==> src/rtl/pfg_pkg.sv <==
package pfg_pkg;
  typedef enum logic {
    ST_PASS = 1'b0,
    ST_DROP = 1'b1
  } pfg_state_e;
endpackage

==> src/rtl/pfg_frame_track.sv <==
// Tracks whether a packet is open on the input side.
module pfg_frame_track (
  input  logic clk,
  input  logic rst_n,
  input  logic beat_acc,
  input  logic beat_last,
  input  logic force_close,
  output logic open_q,
  output logic open_nx
);
  always_comb begin
    open_nx = open_q;
    if (force_close)   open_nx = 1'b0;
    else if (beat_acc) open_nx = !beat_last;
  end

  always_ff @(posedge clk or negedge rst_n) begin
    if (!rst_n) open_q <= 1'b0;
    else        open_q <= open_nx;
  end
endmodule

==> src/rtl/pfg_flush_fsm.sv <==
// Pass/drop mode controller with boundary-aligned transitions and idle timeout.
module pfg_flush_fsm
  import pfg_pkg::*;
#(
  parameter int TIMEOUT_W     = 4,
  parameter bit FLUSH_PARTIAL = 1'b0
) (
  input  logic clk,
  input  logic rst_n,
  input  logic flush_en,
  input  logic timeout_en,
  input  logic s_valid,
  input  logic open_q,
  input  logic open_nx,
  output logic drop_mode,
  output logic done_q,
  output logic tmo_hit
);
  localparam logic [TIMEOUT_W-1:0] IDLE_LIMIT = {TIMEOUT_W{1'b1}};

  pfg_state_e st_q, st_nx;
  logic       done_nx;
  logic [TIMEOUT_W-1:0] idle_q, idle_nx;
  logic       idle_cond;
  logic       enter_ok;

  // Entry rule selected by parameter.
  generate
    if (FLUSH_PARTIAL) begin : g_partial
      assign enter_ok = flush_en;
    end else begin : g_whole
      assign enter_ok = flush_en && !open_nx;
    end
  endgenerate

  assign idle_cond = (st_q == ST_DROP) && !flush_en && open_q && !s_valid;
  assign tmo_hit   = timeout_en && idle_cond && (idle_q == IDLE_LIMIT);

  always_comb begin
    idle_nx = idle_q;
    if (!idle_cond)                idle_nx = '0;
    else if (idle_q != IDLE_LIMIT) idle_nx = idle_q + 1'b1;
  end

  always_comb begin
    st_nx   = st_q;
    done_nx = 1'b0;
    case (st_q)
      ST_PASS: if (enter_ok) st_nx = ST_DROP;
      ST_DROP: begin
        if (tmo_hit) begin
          st_nx = ST_PASS;
        end else if (!flush_en && !open_nx) begin
          st_nx   = ST_PASS;
          done_nx = 1'b1;
        end
      end
      default: st_nx = ST_PASS;
    endcase
  end

  always_ff @(posedge clk or negedge rst_n) begin
    if (!rst_n) begin
      st_q   <= ST_PASS;
      done_q <= 1'b0;
      idle_q <= '0;
    end else begin
      st_q   <= st_nx;
      done_q <= done_nx;
      idle_q <= idle_nx;
    end
  end

  assign drop_mode = (st_q == ST_DROP);
endmodule

==> src/rtl/pfg_steer.sv <==
// Handshake steering: transparent in pass mode, sink in drop mode.
module pfg_steer (
  input  logic drop_mode,
  input  logic s_tvalid,
  input  logic m_tready,
  output logic s_tready,
  output logic m_tvalid
);
  always_comb begin
    if (drop_mode) begin
      s_tready = 1'b1;
      m_tvalid = 1'b0;
    end else begin
      s_tready = m_tready;
      m_tvalid = s_tvalid;
    end
  end
endmodule

==> src/rtl/pkt_flush_gate.sv <==
module pkt_flush_gate #(
  parameter int WORD_W        = 64,
  parameter int USER_W        = 4,
  parameter int TIMEOUT_W     = 4,
  parameter bit FLUSH_PARTIAL = 1'b0
) (
  input  logic                     clk,
  input  logic                     rst_n,
  input  logic                     flush_en,
  input  logic                     timeout_en,
  input  logic [USER_W+WORD_W-1:0] s_tdata,
  input  logic                     s_tlast,
  input  logic                     s_tvalid,
  output logic                     s_tready,
  output logic [USER_W+WORD_W-1:0] m_tdata,
  output logic                     m_tlast,
  output logic                     m_tvalid,
  input  logic                     m_tready,
  output logic                     flushing,
  output logic                     done
);
  localparam int DATA_W = USER_W + WORD_W;

  logic open_q, open_nx, tmo_hit, drop_mode, beat_acc;

  assign beat_acc = s_tvalid && s_tready;

  pfg_frame_track u_track (
    .clk         (clk),
    .rst_n       (rst_n),
    .beat_acc    (beat_acc),
    .beat_last   (s_tlast),
    .force_close (tmo_hit),
    .open_q      (open_q),
    .open_nx     (open_nx)
  );

  pfg_flush_fsm #(
    .TIMEOUT_W     (TIMEOUT_W),
    .FLUSH_PARTIAL (FLUSH_PARTIAL)
  ) u_fsm (
    .clk        (clk),
    .rst_n      (rst_n),
    .flush_en   (flush_en),
    .timeout_en (timeout_en),
    .s_valid    (s_tvalid),
    .open_q     (open_q),
    .open_nx    (open_nx),
    .drop_mode  (drop_mode),
    .done_q     (done),
    .tmo_hit    (tmo_hit)
  );

  pfg_steer u_steer (
    .drop_mode (drop_mode),
    .s_tvalid  (s_tvalid),
    .m_tready  (m_tready),
    .s_tready  (s_tready),
    .m_tvalid  (m_tvalid)
  );

  assign m_tdata  = s_tdata[DATA_W-1:0];
  assign m_tlast  = s_tlast;
  assign flushing = drop_mode;
endmodule

==> config.mk <==
export PLATFORM = sky130hd
export DESIGN_NAME = pkt_flush_gate
export DESIGN_NICKNAME = d
export VERILOG_FILES = /design/src/rtl/pfg_pkg.sv /design/src/rtl/pfg_frame_track.sv /design/src/rtl/pfg_flush_fsm.sv /design/src/rtl/pfg_steer.sv /design/src/rtl/pkt_flush_gate.sv
export SDC_FILE = /design/constraint.sdc
export NUM_CORES = 1
export LEC_CHECK = 0
export BUFFER_PORTS_ARGS = -buffer_cell sky130_fd_sc_hd__buf_4
export CORE_MARGIN = 2
export CORE_UTILIZATION = 30
export DETAILED_ROUTE_END_ITERATION = 10
export PLACE_DENSITY_LB_ADDON = 0.12
export SLEW_MARGIN = 40
export SYNTH_ARGS = -nofsm -noshare
export SYNTH_HDL_FRONTEND = slang
export SYNTH_HIERARCHICAL = 1
export SYNTH_SLANG_ARGS = --single-unit
export TNS_END_PERCENT = 100
==> constraint.sdc <==
create_clock -name clk -period 4.4 [get_ports clk]
set_input_delay 0.44 -clock clk [delete_from_list [all_inputs] [get_ports clk]]
set_output_delay 0.44 -clock clk [all_outputs]
set_load 0.005 [all_outputs]
==> impl_metrics.env <==
export IMPL_synth_xor_area_share=0.00964
export IMPL_cts_setup_buffers=0
export IMPL_synth_top_family_by_area="buffers and inverters"
export IMPL_syn_nets=178
export IMPL_cts_htree_levels=1
export IMPL_vias_per_cell=4.58
export IMPL_insertedDiodeCount=0
export IMPL_hp_class="primary input to flip-flop"
export IMPL_multiInputGateArea_um2=211
export IMPL_overflow=0
export IMPL_drtIter0Drc=8
export IMPL_cts_hold_buf=1
export IMPL_nets=126
export IMPL_synth_fa_ha_area_frac=0.0138
export IMPL_num_io_pins=148
export IMPL_wire_per_inst_um=16.0
export IMPL_portBuffers=11
export IMPL_synth_compound_area_frac=0.0165
export IMPL_syn_instance_count=102
export IMPL_ys_ff_latch=7
export IMPL_antenna_found_initial=0
export IMPL_switching_share=0.247
export IMPL_outcome="finished clean"
export IMPL_yosysUniqueCellTypes=22
export IMPL_clkLatencyLatePin_ns=0.24
export IMPL_register_area_um2=175
export IMPL_slew_violations=0
export IMPL_combinationalPowerShare=0.191
export IMPL_grt_max_degree=8
export IMPL_n_fill_cell=318
export IMPL_p_leak_uw=0.000248
export IMPL_setup_viol=0
export IMPL_tns_ns=0
export IMPL_arrival_ns=1.70
export IMPL_postCtsResizedCells=0
export IMPL_numCtsBuffers=3
export IMPL_worst_setup_path_type="flip-flop to flip-flop"
export IMPL_max_slew_margin=0.849
export IMPL_power_clock_fraction=0.348
export IMPL_clkTransAtPathRegs_ns=0.05
export IMPL_power_total_uw=164
export IMPL_yosys_area_share_simple=0.171
export IMPL_area_delta_synth_final_pct=-39.7
export IMPL_cts_tree="done"
export IMPL_fmax_ghz=0.633
export IMPL_slowest_stage="dfrtp_1"
export IMPL_gp_congestion=0.634
export IMPL_syn_avg_cell_area_um2=8.91
export IMPL_grt_pass1_wl_um=1770
export IMPL_dr_pass1_iters=3
export IMPL_final_layout_size_suffix_gt1_frac=0.429
export IMPL_p_int_uw=123
export IMPL_row_count=19
export IMPL_cp_slowest_stage_delay_ns=0.45
export IMPL_finClkSkew_ns=0.00239
export IMPL_drc=0
export IMPL_fin_crit_ns=1.58
export IMPL_grt_pass1_vias=375
export IMPL_routed_wl_um=1280
export IMPL_initial_utilization=0.324
export IMPL_yosysSeqAreaShare=0.193
export IMPL_worstMarginPinSlew_ns=0.227
export IMPL_vias=366
export IMPL_synth_area_mux_share=0.0220
export IMPL_cp_start_kind="flip-flop"
export IMPL_rsz0062_at_grt="false"
export IMPL_critPathRequiredTime_ns=4.53
export IMPL_cts_sinks=7
export IMPL_ant_nets=0
export IMPL_finalHoldViolCount=0
export IMPL_die_w_um=59.0
export IMPL_p_sw_uw=40.5
export IMPL_die_area_um2=3480
export IMPL_path_buf_inv=0
export IMPL_seqPwrFrac=0.460
export IMPL_cpLargestDelayFamily="simple AND/OR/NAND/NOR gates"
export IMPL_core_area_um2=2810
export IMPL_power_density_nw_per_um2=299
export IMPL_final_common_cell="buf_4"
export IMPL_clk_path_buf_depth=2
export IMPL_final_util=0.195
export IMPL_period_share=0.359
export IMPL_ctsRootBufferMaster="clkbuf_4"
export IMPL_path_cells="or2_1, and2_1, nand2b_4, a21oi_2, mux2i_1, nor2_1"
export IMPL_die_h_um=59.0
export IMPL_cap_viol_max_count=0
export IMPL_grt_usage=0.0695
export IMPL_critPathMaxFanout=6
export IMPL_synth_area_um2=908
export IMPL_yosys_warnings=6
export IMPL_end_kind="flip-flop"
export IMPL_layout_common_cells="11 x buf_4, 7 x dfrtp_1, 5 x nor2_1"
export IMPL_ir_worst_vdd_mv=0.106
## path summary, 6_finish.rpt
| check | endpoint | depth (start not counted) | slack (ns) | start |
|---|---|---|---|---|
| worst min-delay path | u_fsm/done_q$_DFF_PN0_ | 2 | 0.37 | flush_en |
| worst max-delay path | u_fsm/drop_mode$_DFF_PN0_ | 6 | 2.82 | u_fsm/drop_mode$_DFF_PN0_ |
| min in group asynchronous | u_fsm/drop_mode$_DFF_PN0_ | 2 | 0.54 | rst_n |
| max in group asynchronous | u_fsm/idle_q[3]$_DFFE_PN0P_ | 2 | 3.73 | rst_n |
| worst min register to register | u_fsm/idle_q[1]$_DFFE_PN0P_ | 2 | 0.58 | u_fsm/idle_q[1]$_DFFE_PN0P_ |
| worst max register to register | u_fsm/drop_mode$_DFF_PN0_ | 6 | 2.82 | u_fsm/drop_mode$_DFF_PN0_ |
## state kept, by name, summed over array words and instances, names as in the netlist
| signal | cells |
|---|---|
| u_track/open_q | 1 |
| u_fsm/drop_mode | 1 |
| u_fsm/done_q | 1 |
| u_fsm/idle_q | 4 |
## worst reg2reg max path: cells and delay by family (launching register included)
kind	cells	cell delay (ns)
AND/OR/NAND/NOR	4	0.62
flip-flops	1	0.45
multiplexers	1	0.20
AO/OA/AOI/OAI	1	0.20
## power by group through the flow
stage / clock [uW] / sequential, uW / combinational, uW
after CTS: 60.1 / 75.7 / 32.2
after global routing: 64.3 / 76.3 / 34.8
after detailed placement: 0 / 77.0 / 31.3
after floorplan: 0 / 75.8 / 66.2
after global placement: 0 / 77.2 / 31.7
final: 57.1 / 75.5 / 31.4
## per-stage QoR
| stage | setup WS [ns] | instances | cell area, um^2 | hold slack, ns |
|---|---|---|---|---|
| 3_3_place_gp | 2.77 | 75 | 512 | 0.265 |
| 2_1_floorplan | 2.88 | 102 | 908 | 0.144 |
| 6_report | 2.82 | 80 | 548 | 0.373 |
| 4_1_cts | 2.81 | 80 | 548 | 0.367 |
| 5_1_grt | 2.74 | 80 | 548 | 0.375 |
| 3_5_place_dp | 2.78 | 75 | 512 | 0.267 |
## cell families (layout without fill, tap and decap cells)
kind of cell               count (synthesis)  after routing
xor gates and xnor gates                   1              1
adders and majority gates                  1              1
AOI/OAI and AO/OA                          2              2
muxes                                      2              2
buffers and inverters                     70             17
DFF                                        7              7
and+or+nand+nor                           19             19
## Yosys cell counts
cell       count  area, um^2
nand3_1        1        5.00
dfrtp_1        7         175
a31oi_1        1        6.26
nand3_2        1        10.0
buf_4         69         518
nor3_4         1        16.3
a21oi_2        1        8.76
and2b_2        1        8.76
nor3b_1        1        7.51
mux2i_1        2        20.0
inv_1          1        3.75
nand4bb_4      1        27.5
and2_1         1        6.26
or2_1          1        6.26
xnor2_1        1        8.76
nand2_1        1        3.75
ha_1           1        12.5
nand2b_1       1        6.26
nand2b_4       1        13.8
nor4b_2        1        15.0
nor2_1         5        18.8
nor3_1         2        10.0
## cell type report
type	count	area share
Sequential cell	7	0.320
Inverter	1	0.00685
Clock buffer	4	0.0479
Multi-Input combinational cell	25	0.386
Tap cell	31	0.0708
Timing Repair Buffer	12	0.169
## metal layers
metal / up-vias / wire (um) / global-route usage / share of wire
li1: 148 / - / - / -
met1: 146 / 415 / 0.0700 / 0.32
met2: 62 / 549 / 0.0921 / 0.43
met3: 10 / 267 / 0.0502 / 0.21
met4: 0 / 46 / 0.0649 / 0.036
met5: - / 0 / 0 / 0
Power figures use the tool's default switching activity.
